$ cat src/rtl/rmb_pkg.sv
package rmb_pkg;
   typedef enum logic {PH_LO = 1'b0, PH_HI = 1'b1} tx_phase_t;
   typedef enum logic {SL_CRS = 1'b0, SL_DV = 1'b1} rx_slot_t;
endpackage

$ cat src/rtl/rmb_prescale.sv
module rmb_prescale #(
   parameter int DIV = 10
) (
   input  logic clk,
   input  logic rst,
   input  logic slow,
   output logic tick
);
   generate
      if (DIV < 1) begin : g_bad_div
         $error("rmb_prescale: DIV must be at least 1");
      end
      if (DIV > 1) begin : g_div
         localparam int CW = $clog2(DIV);
         localparam logic [CW-1:0] LAST = CW'(DIV - 1);
         logic [CW-1:0] cnt;
         always_ff @(posedge clk) begin
            if (rst)              cnt <= '0;
            else if (cnt == LAST) cnt <= '0;
            else                  cnt <= cnt + 1'b1;
         end
         assign tick = !rst && (!slow || (cnt == LAST));

         a_r3_count_range: assert property (@(posedge clk) disable iff (rst)
            cnt <= LAST);
         a_r3_slot_spacing: assert property (@(posedge clk) disable iff (rst)
            (slow && tick) |=> (!tick || !slow));
      end else begin : g_nodiv
         assign tick = !rst;
      end
   endgenerate
endmodule

$ cat src/rtl/rmb_tx.sv
module rmb_tx
   import rmb_pkg::*;
#(
   parameter int DW = 2
) (
   input  logic            clk,
   input  logic            rst,
   input  logic            tick,
   input  logic            en_i,
   input  logic [2*DW-1:0] nib_i,
   output logic            take,
   output logic [DW-1:0]   txd_o,
   output logic            txen_o
);
   tx_phase_t     phase;
   logic [DW-1:0] hi_q;

   assign take = tick && (phase == PH_LO);

   always_ff @(posedge clk) begin
      if (rst) begin
         phase  <= PH_LO;
         hi_q   <= '0;
         txd_o  <= '0;
         txen_o <= 1'b0;
      end else if (tick) begin
         if (phase == PH_LO) begin
            if (en_i) begin
               txd_o  <= nib_i[DW-1:0];
               hi_q   <= nib_i[2*DW-1:DW];
               txen_o <= 1'b1;
               phase  <= PH_HI;
            end else begin
               txd_o  <= '0;
               txen_o <= 1'b0;
            end
         end else begin
            txd_o <= hi_q;
            phase <= PH_LO;
         end
      end
   end

   a_r3_tx_hold: assert property (@(posedge clk) disable iff (rst)
      !tick |=> ($stable(txd_o) && $stable(txen_o)));
   a_r5_idle_quiet: assert property (@(posedge clk) disable iff (rst)
      !txen_o |-> (txd_o == '0));
   a_r4_no_double_take: assert property (@(posedge clk) disable iff (rst)
      (take && en_i) |=> !take);
endmodule

$ cat src/rtl/rmb_rx.sv
module rmb_rx
   import rmb_pkg::*;
#(
   parameter int DW = 2
) (
   input  logic            clk,
   input  logic            rst,
   input  logic            tick,
   input  logic [DW-1:0]   rxd_i,
   input  logic            crs_dv_i,
   output logic [2*DW-1:0] nib_o,
   output logic            vld_o,
   output logic            crs_o,
   output logic            dv_o
);
   rx_slot_t      slot;
   logic [DW-1:0] lo_q;

   always_ff @(posedge clk) begin
      if (rst) begin
         slot  <= SL_CRS;
         lo_q  <= '0;
         nib_o <= '0;
         vld_o <= 1'b0;
         crs_o <= 1'b0;
         dv_o  <= 1'b0;
      end else begin
         vld_o <= 1'b0;
         if (tick) begin
            if (slot == SL_CRS) begin
               crs_o <= crs_dv_i;
               lo_q  <= rxd_i;
               slot  <= SL_DV;
            end else begin
               dv_o <= crs_dv_i;
               if (crs_dv_i) begin
                  nib_o <= {rxd_i, lo_q};
                  vld_o <= 1'b1;
               end
               slot <= SL_CRS;
            end
         end
      end
   end

   a_r6_rx_hold: assert property (@(posedge clk) disable iff (rst)
      !tick |=> ($stable(crs_o) && $stable(dv_o) && $stable(nib_o)));
   a_r7_vld_with_dv: assert property (@(posedge clk) disable iff (rst)
      vld_o |-> dv_o);
   a_r7_vld_single: assert property (@(posedge clk) disable iff (rst)
      vld_o |=> !vld_o);
endmodule

$ cat src/rtl/rmii_nibble_bridge.sv
module rmii_nibble_bridge #(
   parameter int SLOW_DIV = 10,
   parameter int DIBIT_W  = 2,
   localparam int NIB_W   = 2 * DIBIT_W
) (
   input  logic             clk,
   input  logic             rst,
   input  logic             slow_mode,
   input  logic             half_duplex,
   input  logic             tx_en,
   input  logic [NIB_W-1:0] tx_nib,
   output logic             tx_take,
   output logic [DIBIT_W-1:0] rmii_txd,
   output logic             rmii_tx_en,
   input  logic [DIBIT_W-1:0] rmii_rxd,
   input  logic             rmii_crs_dv,
   output logic [NIB_W-1:0] rx_nib,
   output logic             rx_nib_vld,
   output logic             rx_crs,
   output logic             rx_dv,
   output logic             col
);
   generate
      if (DIBIT_W < 1) begin : g_bad_width
         $error("rmii_nibble_bridge: DIBIT_W must be at least 1");
      end
   endgenerate

   logic slot_tick;

   rmb_prescale #(.DIV(SLOW_DIV)) u_pre (
      .clk (clk),
      .rst (rst),
      .slow(slow_mode),
      .tick(slot_tick)
   );

   rmb_tx #(.DW(DIBIT_W)) u_tx (
      .clk   (clk),
      .rst   (rst),
      .tick  (slot_tick),
      .en_i  (tx_en),
      .nib_i (tx_nib),
      .take  (tx_take),
      .txd_o (rmii_txd),
      .txen_o(rmii_tx_en)
   );

   rmb_rx #(.DW(DIBIT_W)) u_rx (
      .clk     (clk),
      .rst     (rst),
      .tick    (slot_tick),
      .rxd_i   (rmii_rxd),
      .crs_dv_i(rmii_crs_dv),
      .nib_o   (rx_nib),
      .vld_o   (rx_nib_vld),
      .crs_o   (rx_crs),
      .dv_o    (rx_dv)
   );

   assign col = half_duplex & rmii_tx_en & rx_crs;

   a_r8_col_needs_carrier: assert property (@(posedge clk) disable iff (rst)
      col |-> (rx_crs && rmii_tx_en));
endmodule

$ cat config.mk
export PLATFORM = sky130hd
export DESIGN_NAME = rmii_nibble_bridge
export DESIGN_NICKNAME = d
export VERILOG_FILES = /design/src/rtl/rmb_pkg.sv /design/src/rtl/rmb_prescale.sv /design/src/rtl/rmb_tx.sv /design/src/rtl/rmb_rx.sv /design/src/rtl/rmii_nibble_bridge.sv
export SDC_FILE = /design/constraint.sdc
export NUM_CORES = 1
export LEC_CHECK = 0
export BUFFER_PORTS_ARGS = -buffer_cell sky130_fd_sc_hd__buf_2
export CORE_MARGIN = 5
export CORE_UTILIZATION = 44
export DETAILED_ROUTE_END_ITERATION = 7
export HOLD_SLACK_MARGIN = 0.02
export PLACE_DENSITY = 0.72
export SLEW_MARGIN = 5
export SYNTH_ARGS = -nofsm -noshare
export SYNTH_HDL_FRONTEND = slang
export SYNTH_SLANG_ARGS = --single-unit
$ cat constraint.sdc
create_clock -name clk -period 1.4 [get_ports clk]
set_clock_uncertainty 0.2 [all_clocks]
set_input_delay 0.14 -clock clk [delete_from_list [all_inputs] [get_ports clk]]
set_output_delay 0.14 -clock clk [all_outputs]
set_load 0.05 [all_outputs]
==> results.py <==
metrics = {
    "worst_setup_path": {
        "cp.arrival_ns": 1.38,
        "startpoint_type": "flip-flop",
        "crit_fanout": 2,
        "worstPathRequired_ns": 1.06,
        "crit_path_end_kind": "primary output",
        "crit_type": "flip-flop to primary output",
    },
    "placement": {
        "place_ws_ns": -0.0961,
        "dp_cells": 145,
        "detailed_place.area_um2": 1100,
        "dp_hpwl_mm": 1.43,
        "port_buffers": 23,
        "gp_congestion": 0.743,
    },
    "global_route": {
        "grtUsageMet2": 0.279,
        "grt_max_degree": 13,
        "grt_overflow": 0,
        "gr-usage-all-layers": 0.152,
        "grt_util_met3": 0.0277,
        "met1_usage": 0.162,
        "grt.busiest_layer": "met2",
        "grt_pass1_vias": 788,
        "antenna_found_initial": 0,
        "grt_first_pass_wirelength_mm": 3.24,
    },
    "cts": {
        "clk_latency_ns": 0.31,
        "htreeDepth": 1,
        "cts.sinks": 20,
        "path_clk_slew_ns": 0.12,
        "cts_tree": "yes",
        "cts.root.buffer_cell": "clkbuf_4",
        "cts_buffers": 3,
        "cts_buffer_depth": 2,
    },
    "die": {
        "initial_core_util": 0.451,
        "ioPinCount": 24,
        "die_x_um": 54.1,
        "coreArea_um2": 1900,
        "die_y_um": 54.1,
        "dieArea_um2": 2930,
        "rows": 16,
    },
    "sta": {
        "fin_crit_ns": 1.72,
        "hold_viol": 0,
        "fin_crit_sh": 1.23,
        "setup_viol": 19,
        "relSlewSlack": 0.730,
        "drv_slew": 0,
        "worst_slew_pin_slew_ns": 0.404,
        "fmax_mhz": 583,
        "worst_slack_ns": -0.315,
        "rsz0062_at_grt": "true",
    },
    "job": {
        "cap_viol_max_count": 0,
    },
    "route": {
        "first_iter_violations": 9,
        "routedWlPerCell_um": 13.1,
        "drc": 0,
        "dr.pass1.iters": 4,
        "drt-vias-per-instance": 5.05,
        "ant_nets": 0,
        "wl_mm": 2.09,
        "vias": 808,
    },
    "final_layout": {
        "drive_gt1_frac": 0.459,
        "syn_to_final_growth_pct": 54.7,
        "fin_nets": 148,
        "final_cell_count_no_fill": 160,
        "antenna_cells": 0,
        "final_common_cell": "buf_2",
        "stdcell_area_um2": 1330,
        "layout_common_cells": "buf_2 (21), nand2_1 (17), dfxtp_1 (16), buf_4 (10)",
    },
    "min_path": {
        "hp-class": "input port to flip-flop",
    },
    "status": {
        "violations": "setup timing",
        "outcome": "complete, but fails checks",
    },
    "logic_synthesis": {
        "synth_cells": 89,
        "syn_area_per_cell_um2": 9.63,
        "synth_fp_nets": 103,
        "ys_types": 29,
        "yosys_register_bits": 20,
        "yosysWarnings": 0,
        "synth_area_um2": 857,
        "ys_seq_area_frac": 0.467,
    },
    "power_and_ir_drop": {
        "peakVddDrop_mv": 0.728,
        "p_leak_nw": 0.599,
        "p_per_area_nw_per_um2": 1020,
    },
}
==> where the power goes <==
group          total, mW  leakage [nW]  switching [mW]  internal (mW)
combinational      0.255         0.407           0.135          0.119
sequential         0.622         0.165          0.0210          0.601
clock              0.480        0.0279           0.190          0.290
==> through the flow <==
| stage | hold WS [ns] | utilization | power [mW] | TNS (ns) |
|---|---|---|---|---|
| 3_3_place_gp | 0.190 | 0.580 | 0.830 | -0.455 |
| 3_5_place_dp | 0.212 | 0.580 | 0.838 | -0.937 |
| 4_1_cts | -0.0491 | 0.676 | 1.35 | -1.15 |
| 2_1_floorplan | 0.0713 | - | 0.771 | -0.00332 |
| 6_report | 0.0216 | 0.697 | 1.36 | -2.16 |
| 5_1_grt | 0.0315 | 0.697 | 1.41 | -3.22 |
==> repair_timing <==
| item | 4_1_cts | 5_1_grt |
|---|---|---|
| buffers inserted | 1 | 1 |
| resized for setup | 13 | 3 |
| hold buffers | 7 | 2 |
| endpoints found under the setup margin | 17 | 19 |
| hold endpoints to repair | 16 | 8 |
| pin swaps | 11 | 8 |
| cloned | 0 | 0 |
==> sequential cells by signal, indices dropped and copies added (netlist names) <==
name	count
u_pre.g_div.cnt	4
u_rx.crs_o	1
u_rx.dv_o	1
u_rx.lo_q	2
u_rx.nib_o	4
u_rx.slot	1
u_rx.vld_o	1
u_tx.hi_q	2
u_tx.phase	1
u_tx.txd_o	2
u_tx.txen_o	1
==> critical path, stage by stage, from the launching register on <==
cell	delay (ns)
dfxtp_2	0.34
inv_2	0.06
ha_4	0.14
nand3b_4	0.09
a21oi_2	0.14
and2_4	0.16
buf_8	0.14
==> cells by family after synthesis <==
| family | count (synthesis) | share of synthesized area |
|---|---|---|
| buffers and inverters | 7 | 0.0336 |
| AOI/OAI and AO/OA | 17 | 0.152 |
| muxes | 9 | 0.105 |
| and+or+nand+nor | 34 | 0.213 |
| adders and majority gates | 2 | 0.0292 |
| DFF | 20 | 0.467 |
==> metal layers <==
metal  vias up  wire length (um)
li1        399                 -
met4         0                37
met3         5                88
met5         -                 0
met2        18              1010
met1       386               951
==> area by class of cell <==
type / count / area, um2
Tap cell: 27 / 33.8
Sequential cell: 20 / 405
Inverter: 3 / 11.3
Timing Repair Buffer: 44 / 328
Multi-Input combinational cell: 62 / 495
Fill cell: 145 / 576
Clock inverter: 1 / 30.0
Clock buffer: 3 / 22.5
==> final timing paths <==
kind / from / slack, ns / endpoint / cells past startpoint
max reg2reg: u_pre.g_div.cnt[1]$_SDFF_PP0_ / -0.29 / u_pre.g_div.cnt[3]$_SDFF_PP0_ / 7
max: u_pre.g_div.cnt[1]$_SDFF_PP0_ / -0.32 / tx_take / 6
min reg2reg: u_rx.nib_o[1]$_SDFFE_PP0P_ / 0.27 / u_rx.nib_o[1]$_SDFFE_PP0P_ / 2
min: rst / 0.02 / u_rx.dv_o$_SDFFE_PP0P_ / 3
==> synth_stat cells, drive strengths merged <==
| library cell | count | area (um2) |
|---|---|---|
| a21o | 1 | 7.51 |
| ha | 2 | 25.0 |
| mux2i | 9 | 90.1 |
| buf | 2 | 10.0 |
| and3b | 2 | 17.5 |
| or3b | 1 | 8.76 |
| nor3 | 6 | 30.0 |
| nand3 | 2 | 10.0 |
| and3 | 1 | 6.26 |
| clkinv | 1 | 3.75 |
| o21ai | 3 | 15.0 |
| nand3b | 2 | 27.5 |
| a21boi | 2 | 18.8 |
| a31o | 1 | 8.76 |
| nand2b | 1 | 6.26 |
| dfxtp | 20 | 400 |
| nand2 | 17 | 63.8 |
| a21oi | 6 | 41.3 |
| clkbuf | 2 | 7.51 |
| and2 | 1 | 6.26 |
| a222oi | 2 | 20.0 |
| inv | 2 | 7.51 |
| nor2b | 1 | 6.26 |
| a211oi | 1 | 12.5 |
| o22ai | 1 | 6.26 |
(Power assumes the default switching activity.)
